**config.mk**
```make
export PLATFORM = sky130hd
export DESIGN_NAME = serial_rx_core
export DESIGN_NICKNAME = d
export VERILOG_FILES = /design/src/rtl/srx_pkg.sv /design/src/rtl/srx_sync.sv /design/src/rtl/srx_deframer.sv /design/src/rtl/srx_fifo.sv /design/src/rtl/serial_rx_core.sv
export SDC_FILE = /design/constraint.sdc
export NUM_CORES = 1
export LEC_CHECK = 0
export ABC_AREA = 1
export BUFFER_PORTS_ARGS = -buffer_cell sky130_fd_sc_hd__buf_2
export CORE_AREA = 2 2 122 101
export DETAILED_ROUTE_END_ITERATION = 6
export DIE_AREA = 0 0 124 103
export PLACE_DENSITY = 0.65
export SLEW_MARGIN = 20
export SYNTH_ARGS = -nofsm -noshare
export SYNTH_HDL_FRONTEND = slang
export SYNTH_SLANG_ARGS = --single-unit
```
**constraint.sdc**
```tcl
create_clock -name clk -period 5.6 [get_ports clk]
set_clock_uncertainty 0.05 [all_clocks]
set_input_delay 0.84 -clock clk [delete_from_list [all_inputs] [get_ports clk]]
set_output_delay 0.84 -clock clk [all_outputs]
set_load 0.01 [all_outputs]
```
**src/rtl/srx_pkg.sv**
```systemverilog
package srx_pkg;

  localparam int SRX_DW = 8;
  localparam int SRX_EW = SRX_DW + 1;

  typedef enum logic [1:0] {
    RX_HUNT,
    RX_START,
    RX_SHIFT,
    RX_STOP
  } rx_state_e;

  // number of bits shifted in between start and stop
  function automatic logic [3:0] srx_frame_bits(input logic seven, input logic par_en);
    return 4'd8 - {3'd0, seven} + {3'd0, par_en};
  endfunction

  // right-justify the shift register and split into {parity, data}
  function automatic logic [SRX_EW-1:0] srx_align(input logic [SRX_EW-1:0] sh,
                                                  input logic seven,
                                                  input logic par_en);
    logic [3:0]        n;
    logic [SRX_EW-1:0] v;
    logic [SRX_EW-1:0] res;
    n   = srx_frame_bits(seven, par_en);
    v   = sh >> (4'd9 - n);
    res = '0;
    res[7:0] = seven ? {1'b0, v[6:0]} : v[7:0];
    res[8]   = par_en ? v[n - 4'd1] : 1'b0;
    return res;
  endfunction

endpackage

```
**src/rtl/srx_sync.sv**
```systemverilog
module srx_sync #(
  parameter int STAGES = 2
) (
  input  logic clk,
  input  logic rst_n,
  input  logic d,
  output logic q
);
  logic [STAGES-1:0] chain;

  always_ff @(posedge clk or negedge rst_n) begin
    if (!rst_n) chain <= '1;
    else        chain <= {chain[STAGES-2:0], d};
  end

  assign q = chain[STAGES-1];
endmodule

```
**src/rtl/srx_deframer.sv**
```systemverilog
module srx_deframer
  import srx_pkg::*;
#(
  parameter int OVERSAMPLE = 16
) (
  input  logic              clk,
  input  logic              rst_n,
  input  logic              rx_s,
  input  logic              tick,
  input  logic              seven,
  input  logic              par_en,
  input  logic              hold,
  output logic              frame_done,
  output logic              stop_ok,
  output logic [SRX_EW-1:0] frame_word
);
  localparam int CW = $clog2(OVERSAMPLE);
  localparam logic [CW-1:0] LAST = CW'(OVERSAMPLE - 1);
  localparam logic [CW-1:0] MID  = CW'(OVERSAMPLE / 2 - 1);

  rx_state_e         state;
  logic [CW-1:0]     cnt;
  logic [3:0]        bitn;
  logic [SRX_EW-1:0] sh;
  logic [3:0]        nbits;

  assign nbits      = srx_frame_bits(seven, par_en);
  assign frame_done = (state == RX_STOP) && tick && (cnt == LAST) && !hold;
  assign stop_ok    = rx_s;
  assign frame_word = srx_align(sh, seven, par_en);

  always_ff @(posedge clk or negedge rst_n) begin
    if (!rst_n) begin
      state <= RX_HUNT;
      cnt   <= '0;
      bitn  <= '0;
      sh    <= '0;
    end else if (hold) begin
      state <= RX_HUNT;
      cnt   <= '0;
    end else if (tick) begin
      case (state)
        RX_HUNT: begin
          if (!rx_s) begin
            state <= RX_START;
            cnt   <= '0;
          end
        end
        RX_START: begin
          if (cnt == MID) begin
            state <= rx_s ? RX_HUNT : RX_SHIFT;
            cnt   <= '0;
            bitn  <= '0;
          end else begin
            cnt <= cnt + 1'b1;
          end
        end
        RX_SHIFT: begin
          if (cnt == LAST) begin
            sh  <= {rx_s, sh[SRX_EW-1:1]};
            cnt <= '0;
            if (bitn == nbits - 4'd1) state <= RX_STOP;
            else                      bitn  <= bitn + 4'd1;
          end else begin
            cnt <= cnt + 1'b1;
          end
        end
        default: begin
          if (cnt == LAST) begin
            state <= RX_HUNT;
            cnt   <= '0;
          end else begin
            cnt <= cnt + 1'b1;
          end
        end
      endcase
    end
  end
endmodule

```
**src/rtl/srx_fifo.sv**
```systemverilog
module srx_fifo #(
  parameter int DEPTH = 8,   // power of two
  parameter int W     = 9
) (
  input  logic         clk,
  input  logic         rst_n,
  input  logic         flush,
  input  logic         wr,
  input  logic [W-1:0] din,
  input  logic         rd,
  output logic         empty,
  output logic         full,
  output logic [W-1:0] head
);
  localparam int AW = $clog2(DEPTH);

  logic [W-1:0] mem [DEPTH];
  logic [AW:0]  wp, rp;

  assign empty = (wp == rp);
  assign full  = (wp[AW] != rp[AW]) && (wp[AW-1:0] == rp[AW-1:0]);
  assign head  = empty ? '0 : mem[rp[AW-1:0]];

  always_ff @(posedge clk or negedge rst_n) begin
    if (!rst_n) begin
      wp <= '0;
      rp <= '0;
    end else if (flush) begin
      wp <= '0;
      rp <= '0;
    end else begin
      if (wr) wp <= wp + 1'b1;
      if (rd) rp <= rp + 1'b1;
    end
  end

  always_ff @(posedge clk) begin
    if (wr && !flush) mem[wp[AW-1:0]] <= din;
  end
endmodule

```
**src/rtl/serial_rx_core.sv**
```systemverilog
module serial_rx_core
  import srx_pkg::*;
#(
  parameter int SYNC_STAGES = 2,
  parameter int OVERSAMPLE  = 16,
  parameter int FIFO_DEPTH  = 8
) (
  input  logic        clk,
  input  logic        rst_n,
  input  logic        rx_line,
  input  logic        tick16,
  input  logic        cfg_seven,
  input  logic        cfg_par_en,
  input  logic        cfg_wr,
  input  logic        rd_pop,
  input  logic        sleep,
  output logic [7:0]  head_data,
  output logic        head_par,
  output logic        data_avail,
  output logic        fault_wake
);
  logic              rx_s, rx_prev, sleep_q;
  logic              frame_done, stop_ok;
  logic [SRX_EW-1:0] frame_word, head_word;
  logic              fifo_empty, fifo_full;
  logic              push_ev, fifo_wr, pop_ev, sleep_edge, act_edge;
  logic              err_q;

  srx_sync #(.STAGES(SYNC_STAGES)) u_sync (
    .clk(clk), .rst_n(rst_n), .d(rx_line), .q(rx_s)
  );

  srx_deframer #(.OVERSAMPLE(OVERSAMPLE)) u_defr (
    .clk(clk), .rst_n(rst_n), .rx_s(rx_s), .tick(tick16),
    .seven(cfg_seven), .par_en(cfg_par_en), .hold(sleep),
    .frame_done(frame_done), .stop_ok(stop_ok), .frame_word(frame_word)
  );

  // named events
  assign push_ev    = frame_done && stop_ok;
  assign fifo_wr    = push_ev && !fifo_full;
  assign pop_ev     = rd_pop && !fifo_empty;
  assign sleep_edge = sleep != sleep_q;
  assign act_edge   = sleep && sleep_q && (rx_s != rx_prev);

  srx_fifo #(.DEPTH(FIFO_DEPTH), .W(SRX_EW)) u_fifo (
    .clk(clk), .rst_n(rst_n), .flush(sleep), .wr(fifo_wr), .din(frame_word),
    .rd(pop_ev), .empty(fifo_empty), .full(fifo_full), .head(head_word)
  );

  always_ff @(posedge clk or negedge rst_n) begin
    if (!rst_n) begin
      rx_prev <= 1'b1;
      sleep_q <= 1'b0;
      err_q   <= 1'b0;
    end else begin
      rx_prev <= rx_s;
      sleep_q <= sleep;
      if (sleep_edge)          err_q <= 1'b0;
      else if (act_edge)       err_q <= 1'b1;
      else if (frame_done)     err_q <= !stop_ok;
      else if (cfg_wr && !sleep) err_q <= 1'b0;
    end
  end

  assign head_data  = head_word[7:0];
  assign head_par   = head_word[8];
  assign data_avail = !fifo_empty;
  assign fault_wake = err_q;
endmodule

```
# After elaboration in Yosys (flattened, before gate mapping)
# Memories as Yosys holds them, arrays and structs flattened.
# Index checks and enable logic that the tools add are counted.
[totals]
register_bits = 32
latchBits = 0
ramBits = 72
rom_bits = 0
input_bits = 9
out_inout_bits = 11
elab_cells = 100
mem_count = 1
[mem_list]
columns = ["memory", "depth", "word_bits", "rd", "rd_clocked_by_memory_dff", "wr", "line_no", "source"]
rows = [
  ["u_fifo.mem", 8, 9, 1, 0, 1, "srx_fifo.sv:17", "logic [W-1:0] mem [DEPTH];"],
]
[classes]
addsub = 8
mul = 0
n_div = 0
n_lt_le_gt_ge = 1
n_eq_ne = 18
shift = 1
mux = 34
bitwise_logic = 1
reduce_logical = 26
[op_table]
columns = ["operator", "n"]
rows = [
  ["$mux W4", 12],
  ["$add A4 B1 Y4 const B", 4],
  ["$mux W2", 8],
  ["$pmux W4 S2", 2],
  ["$reduce_and A6 Y1", 2],
  ["$logic_and A1 B1 Y1", 11],
  ["$mux W9", 1],
  ["$ne A3 B2 Y1 const B", 3],
  ["$shr A9 B4 Y9", 1],
  ["$eq A4 B4 Y1", 2],
  ["$mux W1", 8],
  ["$mux W8", 1],
  ["$reduce_bool A2 Y1", 4],
  ["$reduce_bool A4 Y1", 2],
  ["$pmux W2 S3", 1],
  ["$lt A4 B5 Y1 const B", 1],
  ["$add A4 B1 Y4", 1],
  ["$bmux W1 S4", 1],
  ["$eq A2 B2 Y1 const B", 2],
  ["$eq A4 B3 Y1 const B", 1],
  ["$eq A4 B4 Y1 const B", 1],
  ["$logic_not A1 Y1", 4],
  ["$ne A2 B1 Y1 const B", 2],
  ["$reduce_and A4 Y1", 1],
  ["11 further kinds", 13],
]

# Depth between registers and ports, before layout
# Gate-level depths: netlist (run 1).
[depth]
ltp_word = 9
ltp_mapped = 12
depth_no_buf = 11

# Hierarchy
# From an unflattened synthesis (run 1), not the netlist that was laid out.
[unflattened]
hier_cells = 605
hier_area_um2 = 5227.5
[modules_own_cells]
columns = ["mod", "instances", "cells_per_inst", "area_per_inst_um2", "seq_area_each_um2"]
rows = [
  ["srx_fifo", 1, 389, 3637.2, 2362.3],
  ["srx_deframer", 1, 190, 1365.1, 475.5],
  ["serial_rx_core", 1, 24, 172.7, 76.3],
  ["srx_sync", 1, 2, 52.6, 52.6],
]

# Worst setup path before layout (run 1)
# OpenSTA, ideal clock, no wires.
[synth_path]
path_kind = "input port to flip-flop"
start = "input cfg_seven"
end = "memory u_fifo.mem[0][8] (data pin)"
setup_time_ps = 205
arrival_ps = 2321
required_ps = 5345
setup_slack_ps = 3024
cell_stages = 10
n_path_buf = 1
cell_sequence = "inv_1 > ha_1 > buf_2 > nand2_1 > o21ai_0 > o21ai_0 > nand2_1 > nand2_1 > nor2_1 > nor2_1"
[synth_between]
elab_chain_len = 7
word_cells_on_any_way = 8
classes_between = "add/sub: 4; shift: 1; mux: 3"
[synth_lines]
columns = ["element", "line_no", "source"]
rows = [
  ["start, declared", "serial_rx_core.sv:12", "input logic cfg_seven,"],
  ["$sub A4 B1 Y4 *", "srx_pkg.sv:15", "return 4'd8 - {3'd0, seven} + {3'd0, par_en};"],
  ["$add A4 B1 Y4 *", "srx_pkg.sv:15", ""],
  ["$sub A4 B4 Y4", "srx_pkg.sv:26", "v = sh >> (4'd9 - n);"],
  ["$shr A9 B4 Y9", "srx_pkg.sv:26", ""],
  ["$bmux W1 S4 *", "srx_pkg.sv:29", "res[8] = par_en ? v[n - 4'd1] : 1'b0;"],
  ["$mux W1 (not written as such) *", "srx_pkg.sv:29", ""],
  ["$mux W1 *", "srx_pkg.sv:29", ""],
  ["via frame_word[8]", "serial_rx_core.sv:24", "logic [SRX_EW-1:0] frame_word, head_word;"],
  ["end, declared", "srx_fifo.sv:17", ""],
]
# Mark *: on every way through the listed nets, which the timed path passes. The rest lies on a longest branch. The select of a mux whose other input is x is not followed.

# Worst setup path in the final report (run 1)
[layout_path]
start = "register u_fifo.rp[0]"
end = "output head_data[2]"
[layout_between]
elab_chain_len = 2
word_cells_on_any_way = 3
classes_between = "eq/ne: 1; mux: 1; memory: 1"
[layout_lines]
columns = ["element", "line_no", "source"]
rows = [
  ["start, declared", "srx_fifo.sv:18", "logic [AW:0] wp, rp;"],
  ["start signal, assigned", "srx_fifo.sv:33", "if (rd) rp <= rp + 1'b1;"],
  ["$mem_v2 Z8 W9 or $eq A4 B4 Y1 (tied branches)", "-", ""],
  ["$mux W9 *", "srx_fifo.sv:22", "assign head = empty ? '0 : mem[rp[AW-1:0]];"],
  ["end, declared", "serial_rx_core.sv:17", "output logic [7:0] head_data,"],
]
# Every way passes the cells marked *; elsewhere a longest branch is shown, timed or not.

==> results by group, run 1 <==
Critical path
  • Highest cell delay on the worst timing path: 0.86 ns
  • Startpoint class of the critical path: flop
  • Crit path arrival time: 2.61 ns
  • Number of cells on the critical path: 7
  • WP buf/inv: 3
  • Crit path kind: flop to output port
  • Maximum fanout encountered on the critical timing path: 28
  • Number of cells on the worst reg-to-reg path: 8
  • RR Startpoint: u_fifo.rp[0]
  • Crit end category: output port
  • Cell breakdown of the critical path: buf_4 > inv_2 > o21ai_0 > o21ai_0 > o21ai_0 > nor2_1 > buf_2
  • Flop-to-flop setup slack: 2.76 ns
  • Worst Path Required: 4.71 ns
  • Cell family with the largest share of critical-path delay: flip-flops
  • Reg-to-reg endpoint: u_fifo.mem[1][7]
  • Most prevalent standard cell on the critical path: sky130_fd_sc_hd__o21ai_0
  • Slowest cell on the critical path: sky130_fd_sc_hd__dfrtp_1

Min path
  • Path class of the lowest-slack min-delay path: flop to flop
  • Source of the worst hold timing path: u_sync.chain[0]
  • Endpoint of the worst hold path: u_sync.chain[1]
  • Number of cells traversed by the worst hold path: 0

Clocking
  • Post-CTS Setup Repair Bufs: 0
  • Clock insertion delay at the later pin of the skew report: 0.35 ns
  • CTS hold repair buffers: 0
  • Max H-tree Level: 3
  • Clock tree from TritonCTS: yes
  • Root buffer cell: sky130_fd_sc_hd__clkbuf_16
  • TritonCTS Sinks: 104
  • Buffers from clock root to sink, at most: 2
  • Cells resized by post-CTS repair: 0
  • TritonCTS Buffers: 9
  • Clock-pin transition on the worst setup and hold timing paths: 0.07 ns

Floorplan
  • Total core area: 11700 um2
  • Initial Util: 0.416
  • Total die area: 12800 um2
  • Die Height: 103 um
  • Number of placement rows: 36
  • Horiz. Die Dim: 124 um
  • Count of pins on the block boundary: 20

Finish
  • Area growth syn-to-layout: 10.6%
  • Post-layout net count: 508
  • Share of post-route cells with drive strength above 1: 0.133
  • Commonest non-fill, non-tap cells in the layout: sky130_fd_sc_hd__nor2_1, sky130_fd_sc_hd__edfxtp_1, sky130_fd_sc_hd__o21ai_0, sky130_fd_sc_hd__nand2_1, sky130_fd_sc_hd__inv_1
  • Final core utilization: 0.460
  • Commonest non-fill, non-tap cell in the layout: sky130_fd_sc_hd__nor2_1
  • Antenna diode instance count: 0

Synthesis
  • Average footprint of a synthesized cell: 10.2 um2
  • Summed instance area of the synthesized netlist: 4870 um2
  • Post-synthesis sequential area ratio: 0.609
  • Syn nets: 493
  • Gate count after technology mapping: 476
  • Warnings from Yosys: 0
  • Dominant cells by area after synthesis: sky130_fd_sc_hd__edfxtp_1, sky130_fd_sc_hd__dfrtp_1, sky130_fd_sc_hd__o21ai_0, sky130_fd_sc_hd__nor2_1, sky130_fd_sc_hd__nand2_1
  • Netlist cell types: 32
  • Area share of the leading cell type in the synthesized netlist: 0.444
  • Number of storage elements in the synthesis netlist: 104
  • Most area-hungry cell type in the Yosys netlist: sky130_fd_sc_hd__edfxtp_1

GRT
  • Via count of the first global-routing pass: 3289
  • Largest net degree at the start of global routing: 41
  • Initial antenna violation count: 0
  • Gr usage total: 0.178
  • Remaining global-route overflow: 0
  • First-pass GRT wire length: 16900 um

Timing
  • Tcrit/Tclk final: 0.624
  • Final hold violations: 0
  • Finish-stage setup viols: 0
  • Min cycle time layout: 3.50 ns
  • Maximum operating frequency: 286 MHz
  • Pins Over Slew Limit: 0
  • Relative slew slack: 0.291
  • Total Neg Setup Slack: 0 ns
  • Unrepaired setup endpoints after global routing: false
  • Measured slew at the worst slew-check pin: 1.06 ns

Power
  • Power density over cell area: 288 nW/um2
  • Power spent charging and discharging nets: 0.345 mW
  • Switching power as a share of total power: 0.222
  • Sequential Power Share: 0.540
  • P_int: 1.20 mW
  • Peak ir drop on the vdd network: 0.000160 V
  • Combinational cell fraction of total power: 0.039
  • Design Power: 1.55 mW
  • Clk network pwr share: 0.421
  • Static leakage power: 2.16 nW

Placement
  • Port-buffer cells: 19
  • HPWL after detailed placement: 6620 um
  • Placer Congestion: 0.860

Detailed routing
  • DRT Pass-1 Iters: 5
  • Drc violations: 0
  • Ratio of routed vias to standard cells: 5.21
  • Highest metal used: met4
  • Met3 routed WL: 512 um
  • Met1 routed wirelength after detailed routing: 4970 um
  • Total via count in the routed design: 3379
  • Overall routed net length: 10200 um
  • Count of nets left with antenna violations after detail routing: 0
  • 1st-iter DRT viols: 303
  • Met2 WL: 4520 um
  • Per-cell routed wire length: 15.8 um

Flow run
  • Max-capacitance violation count: 0

Outcome
  • Result of the run: finished clean
==> worst register-to-register path: cells and delay by family, from the launching register on <==
| kind | cells | cell delay [ns] |
|---|---|---|
| simple gates | 6 | 1.22 |
| buf+inv | 1 | 0.08 |
| xor+xnor | 1 | 0.24 |
| flops | 1 | 0.86 |
==> sequential cells by signal, summed over array words and instances (netlist names) <==
register / count
fault_wake: 1
u_sync.chain: 2
u_defr.state: 2
sleep_q: 1
u_defr.sh: 9
u_fifo.wp: 4
u_defr.bitn: 4
u_defr.cnt: 4
rx_prev: 1
u_fifo.rp: 4
u_fifo.mem: 72
==> Yosys cell counts <==
cell type and n:
sky130_fd_sc_hd__xnor2_1 2, sky130_fd_sc_hd__inv_2 5, sky130_fd_sc_hd__nor2_1 75, sky130_fd_sc_hd__nand3_2 3
sky130_fd_sc_hd__nand3_1 25, sky130_fd_sc_hd__a21oi_1 6, sky130_fd_sc_hd__o21ai_0 69, sky130_fd_sc_hd__nor3_1 1
sky130_fd_sc_hd__nand2_1 68, sky130_fd_sc_hd__xor2_1 9, sky130_fd_sc_hd__o21ai_1 6, sky130_fd_sc_hd__inv_1 32
sky130_fd_sc_hd__clkinv_1 1, sky130_fd_sc_hd__nand2_4 3, sky130_fd_sc_hd__ha_1 8, sky130_fd_sc_hd__nand4_4 1
sky130_fd_sc_hd__o22ai_1 9, sky130_fd_sc_hd__buf_6 3, sky130_fd_sc_hd__clkbuf_1 5, sky130_fd_sc_hd__buf_4 2
sky130_fd_sc_hd__nor2_2 3, sky130_fd_sc_hd__mux2i_1 10, sky130_fd_sc_hd__o21a_1 1, sky130_fd_sc_hd__nand2_2 5
sky130_fd_sc_hd__dfstp_2 3, sky130_fd_sc_hd__nand4_1 8, sky130_fd_sc_hd__buf_2 8, sky130_fd_sc_hd__or2_2 1
sky130_fd_sc_hd__dfrtp_1 29, sky130_fd_sc_hd__edfxtp_1 72, sky130_fd_sc_hd__nor2_4 2, sky130_fd_sc_hd__inv_4 1
==> cells by family (layout without fill, tap and decap cells) <==
logic type	after synthesis	after routing	synth area share
simple gates	195	195	0.181
xor+xnor	11	11	0.0198
fa+ha+maj	8	8	0.0206
buf+inv	57	77	0.0527
flops	104	104	0.609
mux	10	10	0.0206
compound gates	91	91	0.0964
==> power by group through the flow <==
stage / Clock [mW] / Combinational (mW) / Sequential [mW]
floorplan: 0 / 0.0394 / 0.852
global placement: 0 / 0.0588 / 0.853
detailed placement: 0 / 0.0613 / 0.853
CTS: 0.665 / 0.0615 / 0.836
global route: 0.695 / 0.0707 / 0.837
finish: 0.652 / 0.0607 / 0.836
==> per-stage QoR <==
step	setup slack, ns	hold slack (ns)	instance area, um2	cells
after floorplan	3.02	0.295	4870	476
after global placement	2.45	0.300	5070	632
after CTS	2.08	0.314	5380	648
after detailed placement	2.26	0.300	5070	632
final	2.10	0.313	5390	648
after global routing	1.81	0.315	5390	648
==> how the worst max path moves through the flow <==
stage,from,endpoint,slack (ns)
after floorplan,cfg_seven,u_fifo.mem[0][8],3.02
after global placement,u_fifo.rp[0],head_data[2],2.45
after detailed placement,cfg_seven,u_fifo.mem[5][8],2.26
after CTS,u_fifo.rp[0],head_data[2],2.08
after global routing,u_fifo.rp[0],head_data[1],1.81
final,u_fifo.rp[0],head_data[2],2.10
==> area by class of cell <==
type	count	area (um2)
fill	1085	6330
inverter	39	149
tap	152	190
timing repair buffer	22	118
sequential	104	2970
clock buffer	9	225
clock inverter	7	85.1
multi-input combinational	315	1650
==> per-layer routing <==
metal,global-route usage,vias to the layer above
met5,0,-
met4,0.0683,0
met3,0.0448,19
met2,0.266,84
met1,0.252,1624
li1,-,1652
No activity file was read; power rests on OpenSTA's default activity.
==> run 2: changes to the inputs <==
ABC_AREA = 0   (was 1)
CORE_AREA = 2 2 121 99   (was 2 2 122 101)
DIE_AREA = 0 0 123 101   (was 0 0 124 103)
clock period = 3.4 ns   (was 5.6 ns; I/O delays follow)
==> run 2 against run 1 <==
Against the previous run: die area fell by 2.7%; global-route usage fell by 1.9 points; sequential share of layout area rose by 0.41 points; register-to-register slack got worse by 1.6 ns; critical path depth fell by 2; first-iteration DRC count fell by 35%; core utilization rose by 1.3 points; combinational power rose by 19%; critical path type unchanged.
==> results by group, run 2 <==
Outcome
  • Result of the run: finished clean

Synthesis
  • Most area-hungry cell type in the Yosys netlist: sky130_fd_sc_hd__edfxtp_1
  • Top_reg_cell synth: sky130_fd_sc_hd__edfxtp_1
  • Top cell types by occurrence after synthesis: sky130_fd_sc_hd__edfxtp_1, sky130_fd_sc_hd__dfrtp_1, sky130_fd_sc_hd__nor2_1
  • Syn nets: 337
  • Netlist cell types: 49
  • Summed instance area of the synthesized netlist: 4730 um2
  • Number of storage elements in the synthesis netlist: 104
  • Async set-or-reset flop fraction in the synthesized netlist: 0.308
  • Post-synthesis sequential area ratio: 0.627
  • Number of enable-type register cells in the synthesized netlist: 72
  • Area share of the leading cell type in the synthesized netlist: 0.457
  • Most used standard cell by instance count after synthesis: sky130_fd_sc_hd__edfxtp_1
  • Gate count after technology mapping: 320
  • Average footprint of a synthesized cell: 14.8 um2
  • Warnings from Yosys: 0
  • Dominant cells by area after synthesis: sky130_fd_sc_hd__edfxtp_1, sky130_fd_sc_hd__dfrtp_1, sky130_fd_sc_hd__mux4_2, sky130_fd_sc_hd__mux2i_1, sky130_fd_sc_hd__mux2_1

Placement
  • Placer Congestion: 0.780
  • Number of cells after detailed placement: 484
  • HPWL after detailed placement: 5910 um
  • Port-buffer cells: 19

Timing
  • Tcrit/Tclk final: 0.876
  • Pins Over Slew Limit: 0
  • Unrepaired setup endpoints after global routing: false
  • Worst Hold Slack: 0.173 ns
  • Total Neg Setup Slack: 0 ns
  • Relative slew slack: 0.385
  • Measured slew at the worst slew-check pin: 0.915 ns
  • Finish-stage setup viols: 0
  • Min cycle time layout: 2.98 ns
  • Maximum operating frequency: 336 MHz
  • Final hold violations: 0

Detailed routing
  • Drc violations: 0
  • Per-cell routed wire length: 18.1 um
  • Overall routed net length: 9040 um
  • Count of nets left with antenna violations after detail routing: 0
  • 1st-iter DRT viols: 198
  • DRT Pass-1 Iters: 4
  • Ratio of routed vias to standard cells: 5.52
  • Total via count in the routed design: 2758

Finish
  • Commonest non-fill, non-tap cells in the layout: sky130_fd_sc_hd__edfxtp_1, sky130_fd_sc_hd__dfrtp_1, sky130_fd_sc_hd__nor2_1, sky130_fd_sc_hd__mux4_2, sky130_fd_sc_hd__buf_2
  • Area of the multi-input gates: 1660 um2
  • Antenna diode instance count: 0
  • Commonest non-fill, non-tap cell in the layout: sky130_fd_sc_hd__edfxtp_1
  • Filler Cells Inserted: 961
  • Area taken by flip-flops and latches: 2970 um2
  • Flip-flop count of the largest register, all copies and words added: 72
  • Area growth syn-to-layout: 13.0%
  • Non-filler cells, final: 500
  • Post-layout net count: 364
  • Share of post-route cells with drive strength above 1: 0.227
  • Final core utilization: 0.473

GRT
  • Largest net degree at the start of global routing: 33
  • First-pass GRT wire length: 14700 um
  • Initial antenna violation count: 0
  • Remaining global-route overflow: 0
  • Gr usage total: 0.159
  • Via count of the first global-routing pass: 2699

Min path
  • Path class of the lowest-slack min-delay path: primary input to asynchronous set/reset pin

Floorplan
  • Total core area: 11300 um2
  • Die Height: 101 um
  • Initial Util: 0.418
  • Horiz. Die Dim: 123 um
  • Count of pins on the block boundary: 20
  • Number of placement rows: 35
  • Total die area: 12400 um2

Clocking
  • Clock-pin transition on the worst setup and hold timing paths: 0.07 ns
  • TritonCTS Sinks: 104
  • Root buffer cell: sky130_fd_sc_hd__clkbuf_16
  • Clock tree from TritonCTS: yes
  • Max H-tree Level: 3
  • Cells resized by post-CTS repair: 0
  • Clock insertion delay at the later pin of the skew report: 0.34 ns
  • Buffers from clock root to sink, at most: 2
  • TritonCTS Buffers: 9
  • CTS hold repair buffers: 0
  • Post-CTS Setup Repair Bufs: 0

Critical path
  • Crit end category: output port
  • Highest cell delay on the worst timing path: 0.83 ns
  • Startpoint class of the critical path: flop
  • Cell breakdown of the critical path: xor2_1 > nor4_2 > buf_4 > nor2_1 > buf_2
  • Worst Path Required: 2.84 ns
  • Crit path arrival time: 2.42 ns
  • Crit path kind: flop to output port
  • Slowest cell on the critical path: sky130_fd_sc_hd__nor4_2
  • Maximum fanout encountered on the critical timing path: 10
  • Cell family with the largest share of critical-path delay: simple AND/OR/NAND/NOR gates
  • WP buf/inv: 2

Power
  • Design Power: 2.44 mW
  • Static leakage power: 1.83 nW
  • Power density over cell area: 456 nW/um2
  • Peak ir drop on the vdd network: 0.000227 V

Flow run
  • Max-capacitance violation count: 0
## run 2: changes by cell type after synthesis, moves of 11 or more
cell / delta
sky130_fd_sc_hd__nand3_1: -20
sky130_fd_sc_hd__o21ai_0: -66
sky130_fd_sc_hd__inv_1: -24
sky130_fd_sc_hd__nor2_1: -52
sky130_fd_sc_hd__mux4_2: +21
sky130_fd_sc_hd__mux2_1: +11
sky130_fd_sc_hd__nand2_1: -51
## run 2: worst paths after layout
kind                            cells past startpoint       startpoint               to  slack, ns
min in group clk                                    1          rx_line  u_sync.chain[0]       0.21
max in group asynchronous                           1            rst_n     u_defr.sh[2]       2.66
worst min register to register                      0  u_sync.chain[0]  u_sync.chain[1]       0.31
worst max register to register                      5    u_defr.cnt[0]   u_defr.bitn[2]       1.19
worst max-delay path                                5     u_fifo.wp[2]     head_data[3]       0.42
worst min-delay path                                1            rst_n   u_defr.bitn[1]       0.17
## run 2: metrics by stage
step / area [um2] / setup WS, ns
finish: 5350 / 0.422
global route: 5350 / 0.240
CTS: 5350 / 0.401
detailed placement: 5050 / 0.798
global placement: 5050 / 0.832
floorplan: 4730 / 0.666
## run 2: cells by family after synthesis
| logic type | after synthesis | share of synthesized area |
|---|---|---|
| DFF | 104 | 0.627 |
| and+or+nand+nor | 88 | 0.0984 |
| muxes | 50 | 0.164 |
| AOI/OAI and AO/OA | 32 | 0.0463 |
| buffers and inverters | 27 | 0.0220 |
| xor gates and xnor gates | 11 | 0.0204 |
| adders and majority gates | 8 | 0.0212 |
## run 2: cell type report
| class | count | area share |
|---|---|---|
| timing repair buffer | 33 | 0.0375 |
| clock buffer | 9 | 0.0421 |
| multi-input combinational | 189 | 0.311 |
| inverter | 10 | 0.00702 |
| tap | 148 | 0.0346 |
| sequential | 104 | 0.555 |
| clock inverter | 7 | 0.0124 |
## run 2: where the power goes
group          switching (mW)  internal [mW]  total (mW)
combinational          0.0489         0.0235      0.0724
sequential            0.00493           1.36        1.36
clock                   0.488          0.514        1.00
total                   0.542           1.89        2.44
## run 2: routing by layer
layer  vias up  GRT usage  wire length, um
met5         -          0                0
met4         0     0.0524               66
met3         6     0.0255              375
met2        55      0.235             4190
met1      1424      0.240             4410
li1       1273          -                -
==> run 3: changes to the inputs <==
BUFFER_PORTS_ARGS = default   (was -buffer_cell sky130_fd_sc_hd__buf_2)
CORE_AREA = 2 2 107 88   (was 2 2 121 99)
DIE_AREA = 0 0 109 90   (was 0 0 123 101)
DONT_BUFFER_PORTS = 1   (was default)
PLACE_DENSITY = 0.77   (was 0.65)
clock period = 3.2 ns   (was 3.4 ns; I/O delays follow)
==> run 3 against run 2 <==
Against the previous run: register-to-register slack worse by 0.23 ns; combinational power decreased by 2%; power decreased by 7.7%; clock power shrank 27%; non-clock buffer count shrank 19; core utilization grew 11 points; critical path depth down 1; routed wire length fell by 3.7%; final area shrank 4.4%; hold slack got worse by 0.11 ns; via count decreased by 2.8%; global-route usage grew 3.6 points; critical path type unchanged; critical endpoint is now head_par.
==> results by group, run 3 (synthesis results as in run 2) <==
Critical path
  • Crit end category: output port
  • CP startpoint: u_fifo.rp[2]
  • Maximum fanout encountered on the critical timing path: 14
  • Reg-to-reg endpoint: u_fifo.mem[3][3]
  • Crit path kind: flop to output port
  • Worst Path Required: 2.67 ns
  • Highest cell delay on the worst timing path: 0.84 ns
  • RR Startpoint: u_fifo.rp[2]
  • Startpoint class of the critical path: flop
  • Flop-to-flop setup slack: 0.96 ns
  • Termination of the worst setup path: head_par
  • Crit path arrival time: 2.14 ns
  • Number of cells on the worst reg-to-reg path: 5
  • Slowest cell on the critical path: sky130_fd_sc_hd__dfrtp_1
  • Cell breakdown of the critical path: xor2_1 > nor4_2 > buf_4 > nor2_1

Power
  • Static leakage power: 1.68 nW
  • Peak ir drop on the vdd network: 0.000249 V
  • Power density over cell area: 440 nW/um2

Outcome
  • Result of the run: finished clean

Finish
  • Antenna diode instance count: 0
  • Flip-flop count of the largest register, all copies and words added: 72
  • Share of post-route cells with drive strength above 1: 0.183
  • Commonest non-fill, non-tap cell in the layout: sky130_fd_sc_hd__edfxtp_1
  • Area growth syn-to-layout: 8.12%
  • Commonest non-fill, non-tap cells in the layout: sky130_fd_sc_hd__edfxtp_1, sky130_fd_sc_hd__dfrtp_1, sky130_fd_sc_hd__nor2_1, sky130_fd_sc_hd__mux4_2, sky130_fd_sc_hd__mux2i_1
  • Post-layout net count: 345

Placement
  • HPWL after detailed placement: 5930 um
  • Placer Congestion: 0.745
  • Port-buffer cells: 0

Clocking
  • TritonCTS Sinks: 104
  • CTS hold repair buffers: 2
  • Max H-tree Level: 3
  • Clock-pin transition on the worst setup and hold timing paths: 0.10 ns
  • Root buffer cell: sky130_fd_sc_hd__clkbuf_8
  • Clock tree from TritonCTS: yes
  • Post-CTS Setup Repair Bufs: 0
  • Cells resized by post-CTS repair: 0
  • Clock insertion delay at the later pin of the skew report: 0.36 ns
  • TritonCTS Buffers: 9
  • Buffers from clock root to sink, at most: 2

Floorplan
  • Count of pins on the block boundary: 20
  • Total core area: 8800 um2
  • Total die area: 9810 um2
  • Initial Util: 0.537
  • Die Height: 90 um
  • Horiz. Die Dim: 109 um
  • Number of placement rows: 31

Timing
  • Maximum operating frequency: 374 MHz
  • Unrepaired setup endpoints after global routing: false
  • Measured slew at the worst slew-check pin: 0.817 ns
  • Final hold violations: 0
  • Worst Hold Slack: 0.0593 ns
  • Total Neg Setup Slack: 0 ns
  • Relative slew slack: 0.455
  • Pins Over Slew Limit: 0
  • Min cycle time layout: 2.67 ns
  • Finish-stage setup viols: 0
  • Tcrit/Tclk final: 0.835

GRT
  • Remaining global-route overflow: 0
  • First-pass GRT wire length: 14200 um
  • Via count of the first global-routing pass: 2677
  • Gr usage total: 0.195
  • Largest net degree at the start of global routing: 33
  • Initial antenna violation count: 0

Detailed routing
  • Overall routed net length: 8710 um
  • Ratio of routed vias to standard cells: 5.98
  • Drc violations: 0
  • Total via count in the routed design: 2681
  • DRT Pass-1 Iters: 4
  • 1st-iter DRT viols: 173
  • Count of nets left with antenna violations after detail routing: 0
  • Per-cell routed wire length: 19.4 um

Min path
  • Path class of the lowest-slack min-delay path: primary input to flop
  • Source of the worst hold timing path: rx_line

Flow run
  • Max-capacitance violation count: 0
## run 3: per-stage QoR
stage           util  instance area, um2  cells  setup WS (ns)  power [mW]
2_1_floorplan      -                4730    320          0.496        1.53
3_3_place_gp   0.557                4900    430          0.861        1.53
3_5_place_dp   0.557                4900    430          0.831        1.54
4_1_cts        0.581                5110    448          0.488        2.27
5_1_grt        0.581                5110    448          0.353        2.33
6_report       0.581                5110    448          0.527        2.25
## run 3: worst max-delay path, delay by kind of cell, from the launching register on
family,cells,cell delay [ns]
flops,1,0.84
simple gates,2,0.46
buf+inv,1,0.26
xor+xnor,1,0.21
## run 3: how the worst min path moves through the flow
stage,end,slack (ns),cells after the start
final,u_sync.chain[0],0.06,0
after global routing,u_sync.chain[0],0.03,0
after detailed placement,u_defr.bitn[3],0.14,0
after global placement,u_defr.bitn[3],0.14,0
after CTS,u_sync.chain[0],0.04,0
after floorplan,fault_wake,0.13,0
## run 3: layout make-up
cell class	instances	area, um2
Clock buffer	9	124
Clock inverter	7	56.3
Fill cell	681	3690
Inverter	10	37.5
Multi-Input combinational cell	189	1660
Sequential cell	104	2970
Tap cell	115	144
Timing Repair Buffer	14	120
## run 3: where the power goes
group / leakage (nW) / internal [mW] / total, mW / switching [mW]
combinational: 0.634 / 0.0245 / 0.0709 / 0.0464
clock: 0.0781 / 0.288 / 0.728 / 0.441
sequential: 0.965 / 1.44 / 1.45 / 0.00627
total: 1.68 / 1.75 / 2.25 / 0.493
## run 3: routing by layer
metal / wire, um / global-route usage
met3: 465 / 0.0442
met2: 4390 / 0.308
met5: 0 / 0
met4: 107 / 0.0556
met1: 3740 / 0.272
